<file path="config.mk">
export PLATFORM = sky130hd
export DESIGN_NAME = cpu_port_bank
export DESIGN_NICKNAME = d
export VERILOG_FILES = /design/src/rtl/cpu_port_pkg.sv /design/src/rtl/port_regs.sv /design/src/rtl/port_pins.sv /design/src/rtl/bank_decode.sv /design/src/rtl/cpu_port_bank.sv
export SDC_FILE = /design/constraint.sdc
export NUM_CORES = 1
export LEC_CHECK = 0
export BUFFER_PORTS_ARGS = -buffer_cell sky130_fd_sc_hd__buf_2
export CORE_MARGIN = 10
export CORE_UTILIZATION = 44
export CTS_BUF_LIST = sky130_fd_sc_hd__clkbuf_4
export DETAILED_ROUTE_END_ITERATION = 8
export GPL_ROUTABILITY_DRIVEN = 0
export PLACE_DENSITY = 0.95
export REMOVE_ABC_BUFFERS = 1
export SLEW_MARGIN = 0
export SYNTH_ARGS = -nofsm -noshare
export SYNTH_HDL_FRONTEND = slang
export SYNTH_SLANG_ARGS = --single-unit
</file>
<file path="constraint.sdc">
create_clock -name clk_i -period 3.1 [get_ports clk_i]
set_clock_uncertainty 0.1 [all_clocks]
set_input_delay 0.62 -clock clk_i [delete_from_list [all_inputs] [get_ports clk_i]]
set_output_delay 0.62 -clock clk_i [all_outputs]
set_load 0.05 [all_outputs]
</file>
<file path="src/rtl/cpu_port_pkg.sv">
package cpu_port_pkg;
  localparam int BANK_W = 2;

  typedef enum logic [2:0] {
    RGN_PORT,
    RGN_RAM,
    RGN_ROM_A,
    RGN_ROM_B,
    RGN_IO
  } region_e;
endpackage

</file>
<file path="src/rtl/port_regs.sv">
module port_regs #(
  parameter int PORT_W = 8
) (
  input  logic              clk_i,
  input  logic              rst_ni,
  input  logic              dir_we_i,
  input  logic              dat_we_i,
  input  logic [PORT_W-1:0] wdata_i,
  output logic [PORT_W-1:0] dir_o,
  output logic [PORT_W-1:0] dat_o
);
  always_ff @(posedge clk_i or negedge rst_ni) begin
    if (!rst_ni) begin
      dir_o <= '0;
      dat_o <= '0;
    end else begin
      if (dir_we_i) dir_o <= wdata_i;
      if (dat_we_i) dat_o <= wdata_i;
    end
  end

  a_r2_dir_load: assert property (@(posedge clk_i) disable iff (!rst_ni)
    $past(dir_we_i) |-> dir_o == $past(wdata_i));
  a_r3_dat_load: assert property (@(posedge clk_i) disable iff (!rst_ni)
    $past(dat_we_i) |-> dat_o == $past(wdata_i));
  a_r2_dir_hold: assert property (@(posedge clk_i) disable iff (!rst_ni)
    !$past(dir_we_i) |-> $stable(dir_o));
endmodule

</file>
<file path="src/rtl/port_pins.sv">
module port_pins
  import cpu_port_pkg::*;
#(
  parameter int PORT_W = 8
) (
  input  logic [PORT_W-1:0] dir_i,
  input  logic [PORT_W-1:0] dat_i,
  input  logic [PORT_W-1:0] pin_i,
  output logic [PORT_W-1:0] pin_o,
  output logic [PORT_W-1:0] oe_o,
  output logic [PORT_W-1:0] rd_o,
  output logic [BANK_W-1:0] bank_o
);
  for (genvar i = 0; i < PORT_W; i++) begin : g_pin
    assign oe_o[i]  = dir_i[i];
    assign pin_o[i] = dat_i[i];
    assign rd_o[i]  = dir_i[i] ? dat_i[i] : pin_i[i];
  end

  // undriven steering bits read high (pull-up)
  for (genvar k = 0; k < BANK_W; k++) begin : g_bank
    assign bank_o[k] = dir_i[k] ? dat_i[k] : 1'b1;
  end
endmodule

</file>
<file path="src/rtl/bank_decode.sv">
module bank_decode
  import cpu_port_pkg::*;
#(
  parameter int          ADDR_W  = 16,
  parameter logic [15:0] ROMA_LO = 16'hA000,
  parameter logic [15:0] ROMA_HI = 16'hBFFF,
  parameter logic [15:0] IO_LO   = 16'hD000,
  parameter logic [15:0] IO_HI   = 16'hDFFF,
  parameter logic [15:0] ROMB_LO = 16'hE000,
  parameter logic [15:0] ROMB_HI = 16'hFFFF
) (
  input  logic [ADDR_W-1:0] addr_i,
  input  logic              we_i,
  input  logic [BANK_W-1:0] bank_i,
  output logic              port_hit_o,
  output logic              cs_ram_o,
  output logic              cs_rom_a_o,
  output logic              cs_rom_b_o,
  output logic              cs_io_o
);
  localparam logic [ADDR_W-1:0] A_LO = ADDR_W'(ROMA_LO);
  localparam logic [ADDR_W-1:0] A_HI = ADDR_W'(ROMA_HI);
  localparam logic [ADDR_W-1:0] B_LO = ADDR_W'(ROMB_LO);
  localparam logic [ADDR_W-1:0] B_HI = ADDR_W'(ROMB_HI);
  localparam logic [ADDR_W-1:0] I_LO = ADDR_W'(IO_LO);
  localparam logic [ADDR_W-1:0] I_HI = ADDR_W'(IO_HI);

  region_e rgn;
  logic    in_a, in_b, in_io, in_port;

  assign in_port = (addr_i[ADDR_W-1:1] == '0);
  assign in_a    = (addr_i >= A_LO) && (addr_i <= A_HI);
  assign in_b    = (addr_i >= B_LO) && (addr_i <= B_HI);
  assign in_io   = (addr_i >= I_LO) && (addr_i <= I_HI);

  always_comb begin
    rgn = RGN_RAM;
    if (in_port)                       rgn = RGN_PORT;
    else if (in_a && bank_i[0] && !we_i) rgn = RGN_ROM_A;
    else if (in_b && bank_i[1] && !we_i) rgn = RGN_ROM_B;
    else if (in_io && (|bank_i))       rgn = RGN_IO;
  end

  assign port_hit_o = (rgn == RGN_PORT);
  assign cs_ram_o   = (rgn == RGN_RAM);
  assign cs_rom_a_o = (rgn == RGN_ROM_A);
  assign cs_rom_b_o = (rgn == RGN_ROM_B);
  assign cs_io_o    = (rgn == RGN_IO);
endmodule

</file>
<file path="src/rtl/cpu_port_bank.sv">
module cpu_port_bank
  import cpu_port_pkg::*;
#(
  parameter int PORT_W = 8,
  parameter int ADDR_W = 16
) (
  input  logic              clk_i,
  input  logic              rst_ni,
  input  logic [ADDR_W-1:0] addr_i,
  input  logic [PORT_W-1:0] wdata_i,
  input  logic              we_i,
  input  logic [PORT_W-1:0] pin_in_i,
  output logic [PORT_W-1:0] pin_out_o,
  output logic [PORT_W-1:0] pin_oe_o,
  output logic [PORT_W-1:0] rdata_o,
  output logic              port_hit_o,
  output logic              cs_ram_o,
  output logic              cs_rom_a_o,
  output logic              cs_rom_b_o,
  output logic              cs_io_o
);
  logic [PORT_W-1:0] dir_q, dat_q, rd_pin;
  logic [BANK_W-1:0] bank;
  logic              hit;

  port_regs #(.PORT_W(PORT_W)) u_regs (
    .clk_i   (clk_i),
    .rst_ni  (rst_ni),
    .dir_we_i(we_i && hit && !addr_i[0]),
    .dat_we_i(we_i && hit &&  addr_i[0]),
    .wdata_i (wdata_i),
    .dir_o   (dir_q),
    .dat_o   (dat_q)
  );

  port_pins #(.PORT_W(PORT_W)) u_pins (
    .dir_i (dir_q),
    .dat_i (dat_q),
    .pin_i (pin_in_i),
    .pin_o (pin_out_o),
    .oe_o  (pin_oe_o),
    .rd_o  (rd_pin),
    .bank_o(bank)
  );

  bank_decode #(.ADDR_W(ADDR_W)) u_dec (
    .addr_i    (addr_i),
    .we_i      (we_i),
    .bank_i    (bank),
    .port_hit_o(hit),
    .cs_ram_o  (cs_ram_o),
    .cs_rom_a_o(cs_rom_a_o),
    .cs_rom_b_o(cs_rom_b_o),
    .cs_io_o   (cs_io_o)
  );

  assign port_hit_o = hit;
  assign rdata_o    = !hit ? '0 : (addr_i[0] ? rd_pin : dir_q);

  a_r5_port_no_cs: assert property (@(posedge clk_i) disable iff (!rst_ni)
    (addr_i < ADDR_W'(2)) |-> !(cs_ram_o || cs_rom_a_o || cs_rom_b_o || cs_io_o));
  a_r10_one_cs: assert property (@(posedge clk_i) disable iff (!rst_ni)
    $onehot0({cs_ram_o, cs_rom_a_o, cs_rom_b_o, cs_io_o}));
  a_r10_some_cs: assert property (@(posedge clk_i) disable iff (!rst_ni)
    !port_hit_o |-> $countones({cs_ram_o, cs_rom_a_o, cs_rom_b_o, cs_io_o}) == 1);
  a_r9_no_rom_write: assert property (@(posedge clk_i) disable iff (!rst_ni)
    we_i |-> !(cs_rom_a_o || cs_rom_b_o));
  a_r8_io_needs_bit: assert property (@(posedge clk_i) disable iff (!rst_ni)
    cs_io_o |-> (!pin_oe_o[0] || pin_out_o[0] || !pin_oe_o[1] || pin_out_o[1]));
  a_r6_roma_needs_bit0: assert property (@(posedge clk_i) disable iff (!rst_ni)
    cs_rom_a_o |-> (!pin_oe_o[0] || pin_out_o[0]));
  a_r7_romb_needs_bit1: assert property (@(posedge clk_i) disable iff (!rst_ni)
    cs_rom_b_o |-> (!pin_oe_o[1] || pin_out_o[1]));
endmodule

</file>
Word level (Yosys, flattened, before mapping)
Index checks and enable logic that the tools add are counted.

Magnitude comparators: 6. Equality and inequality tests: 4. Multiplexer cells: 16. Reduce and logical (&&, ||, !) cells: 16.

Operators with widths (count): >= comparator 16 bit, second input constant (3); <= comparator 16 bit, second input constant (3); two-way mux 8 bit (2); zero test 15 bit (1); two-way mux 3 bit (4); logical AND 1 bit (11); two-way mux 1 bit (10); == test 3 x 2 -> 1 bit, second input constant (2); == test 3 x 1 -> 1 bit, second input constant (1); == test 3 bit, second input constant (1); zero test 3 bit (1); zero test 1 bit (2); OR reduction 2 bit (1).

Register bits after elaboration: 16. Input port bits: 35. Output and inout port bits: 29. Logic and storage cells: 44.

Longest topological paths before layout
Depth in word-level cells: 10. Mapped depth: 5. Gate-level depth less buffers: 4.

Modules after synthesis
Synthesis repeated with hierarchy kept, for this count alone.

Cells, all modules: 95. Area, all modules: 1156.1 µm².

By module, submodules not included: port_regs (times used 1, cells an instance 34, area an instance 663.1 µm², sequential area each 400.4 µm²); port_pins (times used 1, cells an instance 26, area an instance 252.7 µm², sequential area each 0.0 µm²); cpu_port_bank (times used 1, cells an instance 20, area an instance 156.4 µm², sequential area each 0.0 µm²); bank_decode (times used 1, cells an instance 15, area an instance 83.8 µm², sequential area each 0.0 µm²).

Least setup slack after synthesis
Ideal clock, no wire load.

Path kind: register -> output. Start: reg u_regs.dir_o[1]. End: out cs_ram_o. Arrival: 3285 ps. Data required time: 2380 ps. Path slack: -905 ps. Stages on the path, launching flop included: 4. Buffers on the path: 0. Path through: dfrtp_1 > nor2b_1 > nor4b_1 > nor4_1.

Longest elaborated chain between the ends: 8. Elaborated cells on any way between the ends: 10. Those cells by class: 1 x eq/ne; 5 x mux; 4 x reduce/logical.

RTL lines: start, declared (RTL line port_regs.sv:9) `output logic [PORT_W-1:0] dir_o,`; start signal, assigned (RTL line port_regs.sv:17) `if (dir_we_i) dir_o <= wdata_i;`; two-way mux 1 bit (*) (RTL line port_pins.sv:22) `assign bank_o[k] = dir_i[k] ? dat_i[k] : 1'b1;`; OR reduction 2 bit (RTL line bank_decode.sv:41) `else if (in_io && (|bank_i)) rgn = RGN_IO;`; logical AND 1 bit (RTL line bank_decode.sv:41); two-way mux 3 bit (RTL line bank_decode.sv:41); two-way mux 3 bit (*) (RTL line bank_decode.sv:40) `else if (in_b && bank_i[1] && !we_i) rgn = RGN_ROM_B;`; two-way mux 3 bit (*) (RTL line bank_decode.sv:39) `else if (in_a && bank_i[0] && !we_i) rgn = RGN_ROM_A;`; two-way mux 3 bit (*) (RTL line bank_decode.sv:38) `if (in_port) rgn = RGN_PORT;`; == test 3 x 1 -> 1 bit (*) (RTL line bank_decode.sv:45) `assign cs_ram_o = (rgn == RGN_RAM);`; end, declared (RTL line cpu_port_bank.sv:17) `output logic cs_ram_o,`.

Every way passes the cells marked *; elsewhere a longest branch is shown, timed or not.

Final worst setup path
Start: in addr_i[7]. End: out rdata_o[1].

Longest elaborated chain between the ends: 9. Elaborated cells on any way between the ends: 21. Those cells by class: 6 x order compare; 5 x mux; 10 x reduce/logical.

RTL lines: start, declared (RTL line cpu_port_bank.sv:9) `input logic [ADDR_W-1:0] addr_i,`; >= comparator 16 bit (tied with other cells) (RTL line bank_decode.sv:34) `assign in_io = (addr_i >= I_LO) && (addr_i <= I_HI);`; logical AND 1 bit (on tied branches) (RTL line bank_decode.sv:34, bank_decode.sv:33); logical AND 1 bit (on tied branches) (RTL line bank_decode.sv:41, bank_decode.sv:40); two-way mux 3 bit or logical AND 1 bit (tied branches) (RTL line bank_decode.sv:41, bank_decode.sv:40); two-way mux 3 bit (RTL line bank_decode.sv:40); two-way mux 3 bit (RTL line bank_decode.sv:39); two-way mux 3 bit (*) (RTL line bank_decode.sv:38); zero test 3 bit (*) (RTL line bank_decode.sv:44) `assign port_hit_o = (rgn == RGN_PORT);`; two-way mux 8 bit (*) (RTL line cpu_port_bank.sv:58) `assign rdata_o = !hit ? '0 : (addr_i[0] ? rd_pin : dir_q);`; end, declared (RTL line cpu_port_bank.sv:15) `output logic [PORT_W-1:0] rdata_o,`.

Marked as above.

==> flow_summary.json <==
{
  "status": "finished clean",
  "synthSimpleGateAreaFrac_pct": 18.6,
  "post_drt_wl_per_cell_um": 17.4,
  "cp-endpoint": "rdata_o[1]",
  "max-cap-violations": 0,
  "synth_top_cell_by_area": "dfrtp_1",
  "synth_mux_area_share_pct": 21.3,
  "cp_num_buf_inv": 2,
  "slew_headroom_pct": 69.9,
  "overflow": 0,
  "clk_pin_slew_worst_paths_ns": 0.09,
  "ys_seq_area_share_pct": 47.3,
  "synth-xor-area-share_pct": 0,
  "drc": 0,
  "pin_count": 64,
  "path_class": "in2out",
  "cpLargestDelayFamily": "simple AND/OR/NAND/NOR gates",
  "start_kind": "input pin",
  "required_ns": 2.38,
  "crit_path_max_incr_delay_ns": 0.44,
  "synthDominantCellAreaShare_pct": 47.3,
  "avgSynthCellArea_um2": 11.3,
  "synth_top_family_by_area": "multiplexers",
  "vias": 912,
  "cts_setup_buffers": 0,
  "cp_cell_sequence": "buf_2 > nor4_1 > nand4_1 > a211oi_1 > buf_2",
  "crit_start": "addr_i[7]",
  "utilization_pct": 67.8,
  "slew_violations": 0,
  "cts-resized-gates": 0,
  "htree_levels": 1,
  "ant_nets": 0,
  "placementRows": 15,
  "whs_ns": 0.124,
  "synth_area_leaders": "dfrtp_1, mux2_1, mux2_2",
  "worstHoldPathType": "in2async",
  "areaGrowthSynthToFinish_pct": 42.7,
  "p_total_mw": 0.366,
  "leakage_nw": 0.700,
  "hold_viol": 0,
  "final_common_cell": "buf_2",
  "timing.fmax_ghz": 0.349,
  "syn-cell-area_um2": 847,
  "crit_fanout": 9,
  "ys_types": 21,
  "fin_setup_tns_ns": 0,
  "post_drt_via_cell_ratio": 5.53,
  "wirelength_mm": 2.88,
  "regToRegSetupSlack_ns": 2.18,
  "clockRootBuffer": "clkbuf_4",
  "layout_setup_ws_ns": 0.238,
  "drive_above_1_share_pct": 54.3,
  "cts.sinks": 16,
  "antenna_found_initial": 0,
  "path_depth": 5,
  "slowest_stage": "nand4_1",
  "ctsHoldBuffers": 0,
  "final_cells": 165,
  "fin_crit_sh_pct": 92.3,
  "final_cell_area_um2": 1210,
  "coreArea_um2": 1780,
  "n_fill_cell": 137,
  "timing.final.crit_period_ns": 2.86,
  "cp-end-kind": "output pin",
  "port_buffers": 63,
  "cts_inserted_buffers": 3,
  "die_h_um": 63.9,
  "tightest_slew_ns": 0.450,
  "cts.path.max_buffers": 2,
  "grt_use_total_pct": 13.5,
  "ys_ff_latch": 16,
  "grt_max_degree": 17,
  "cpMostUsedCell": "buf_2",
  "tritoncts": "yes",
  "vdd_drop_max_mv": 0.280,
  "finish.net_count": 176,
  "r2r_end": "u_regs.dir_o[3]",
  "place_hpwl_mm": 2.37,
  "dp_slack_ns": 0.261,
  "grt_setup_unrepaired": "false",
  "synthAdderAreaFrac_pct": 0,
  "r2r-start": "u_regs.dir_o[3]",
  "drt-initial-drc-count": 62,
  "ys_warn_count": 0,
  "n_antenna_cell": 0,
  "p_per_area_nw_per_um2": 303,
  "crit_arrival_ns": 2.14,
  "start_util_pct": 47.5,
  "die_area_um2": 4080,
  "grt_pass1_wl_mm": 4.53,
  "final_cell_mix": "buf_2, dfrtp_1, a21oi_1",
  "place_area_um2": 1180,
  "clock_latency_ns": 0.28,
  "grt_pass1_vias": 977,
  "place_inst": 161,
  "finalSetupViolations": 0,
  "r2r_cells": 1,
  "synth_compound_gate_area_share_pct": 10.6,
  "fp.dieW_um": 63.9,
  "syn-instance-count": 75,
  "dr.pass1.iters": 4
}
cells by family (layout without fill, tap and decap cells):
| group | count (synthesis) | in the layout |
|---|---|---|
| AO/OA/AOI/OAI | 17 | 17 |
| buffers and inverters | 4 | 69 |
| multiplexers | 16 | 16 |
| AND/OR/NAND/NOR | 22 | 22 |
| flip-flops | 16 | 16 |
registers in the layout, summed over array words and instances, names as in the netlist:
signal and count:
u_regs.dat_o 8, u_regs.dir_o 8
synth_stat cells:
cell type	instances
nand2_1	1
a21oi_1	9
and4_1	1
nor4_1	4
a211oi_1	2
nand4_1	1
nand2_2	1
mux2_1	8
dfrtp_1	16
inv_1	2
nor3_1	1
nor4b_1	2
mux2_2	8
o21ai_0	6
nor4_2	1
nor2b_1	2
and2_1	1
clkbuf_1	1
buf_4	1
nand3b_1	6
nand4b_1	1
worst min path at each step:
stage	from	end
6_report	rst_ni	u_regs.dat_o[7]
2_1_floorplan	rst_ni	u_regs.dat_o[0]
3_3_place_gp	u_regs.dir_o[7]	u_regs.dir_o[7]
3_5_place_dp	u_regs.dir_o[5]	u_regs.dir_o[5]
4_1_cts	rst_ni	u_regs.dat_o[7]
5_1_grt	rst_ni	u_regs.dir_o[7]
power breakdown:
group	internal, mW	switching (mW)	leakage (nW)
Sequential	0.209	0.0000561	0.224
Clock	0.0467	0.0626	0.0154
Combinational	0.0209	0.0276	0.461
Total	0.276	0.0903	0.700
layer usage:
layer | global-route usage (%) | wire length [um] | part of all wire (%) | vias to the layer above
met4 | 7.38 | 91 | 3.2 | 0
met1 | 13.2 | 977 | 34 | 438
met3 | 5.23 | 329 | 11 | 8
li1 | - | - | - | 416
met5 | 0 | 0 | 0 | -
met2 | 24.0 | 1480 | 51 | 50
area by class of cell:
type                    count  area, um^2  area share, %
clock inverters             1        3.75          0.311
repair buffers             63         315           26.1
well taps                  25        31.3           2.59
flip-flops and latches     16         400           33.1
multi-input cells          55         428           35.4
clock buffers               3        22.5           1.86
inverters                   2        7.51          0.621
No activity file was read; power rests on OpenSTA's default activity.
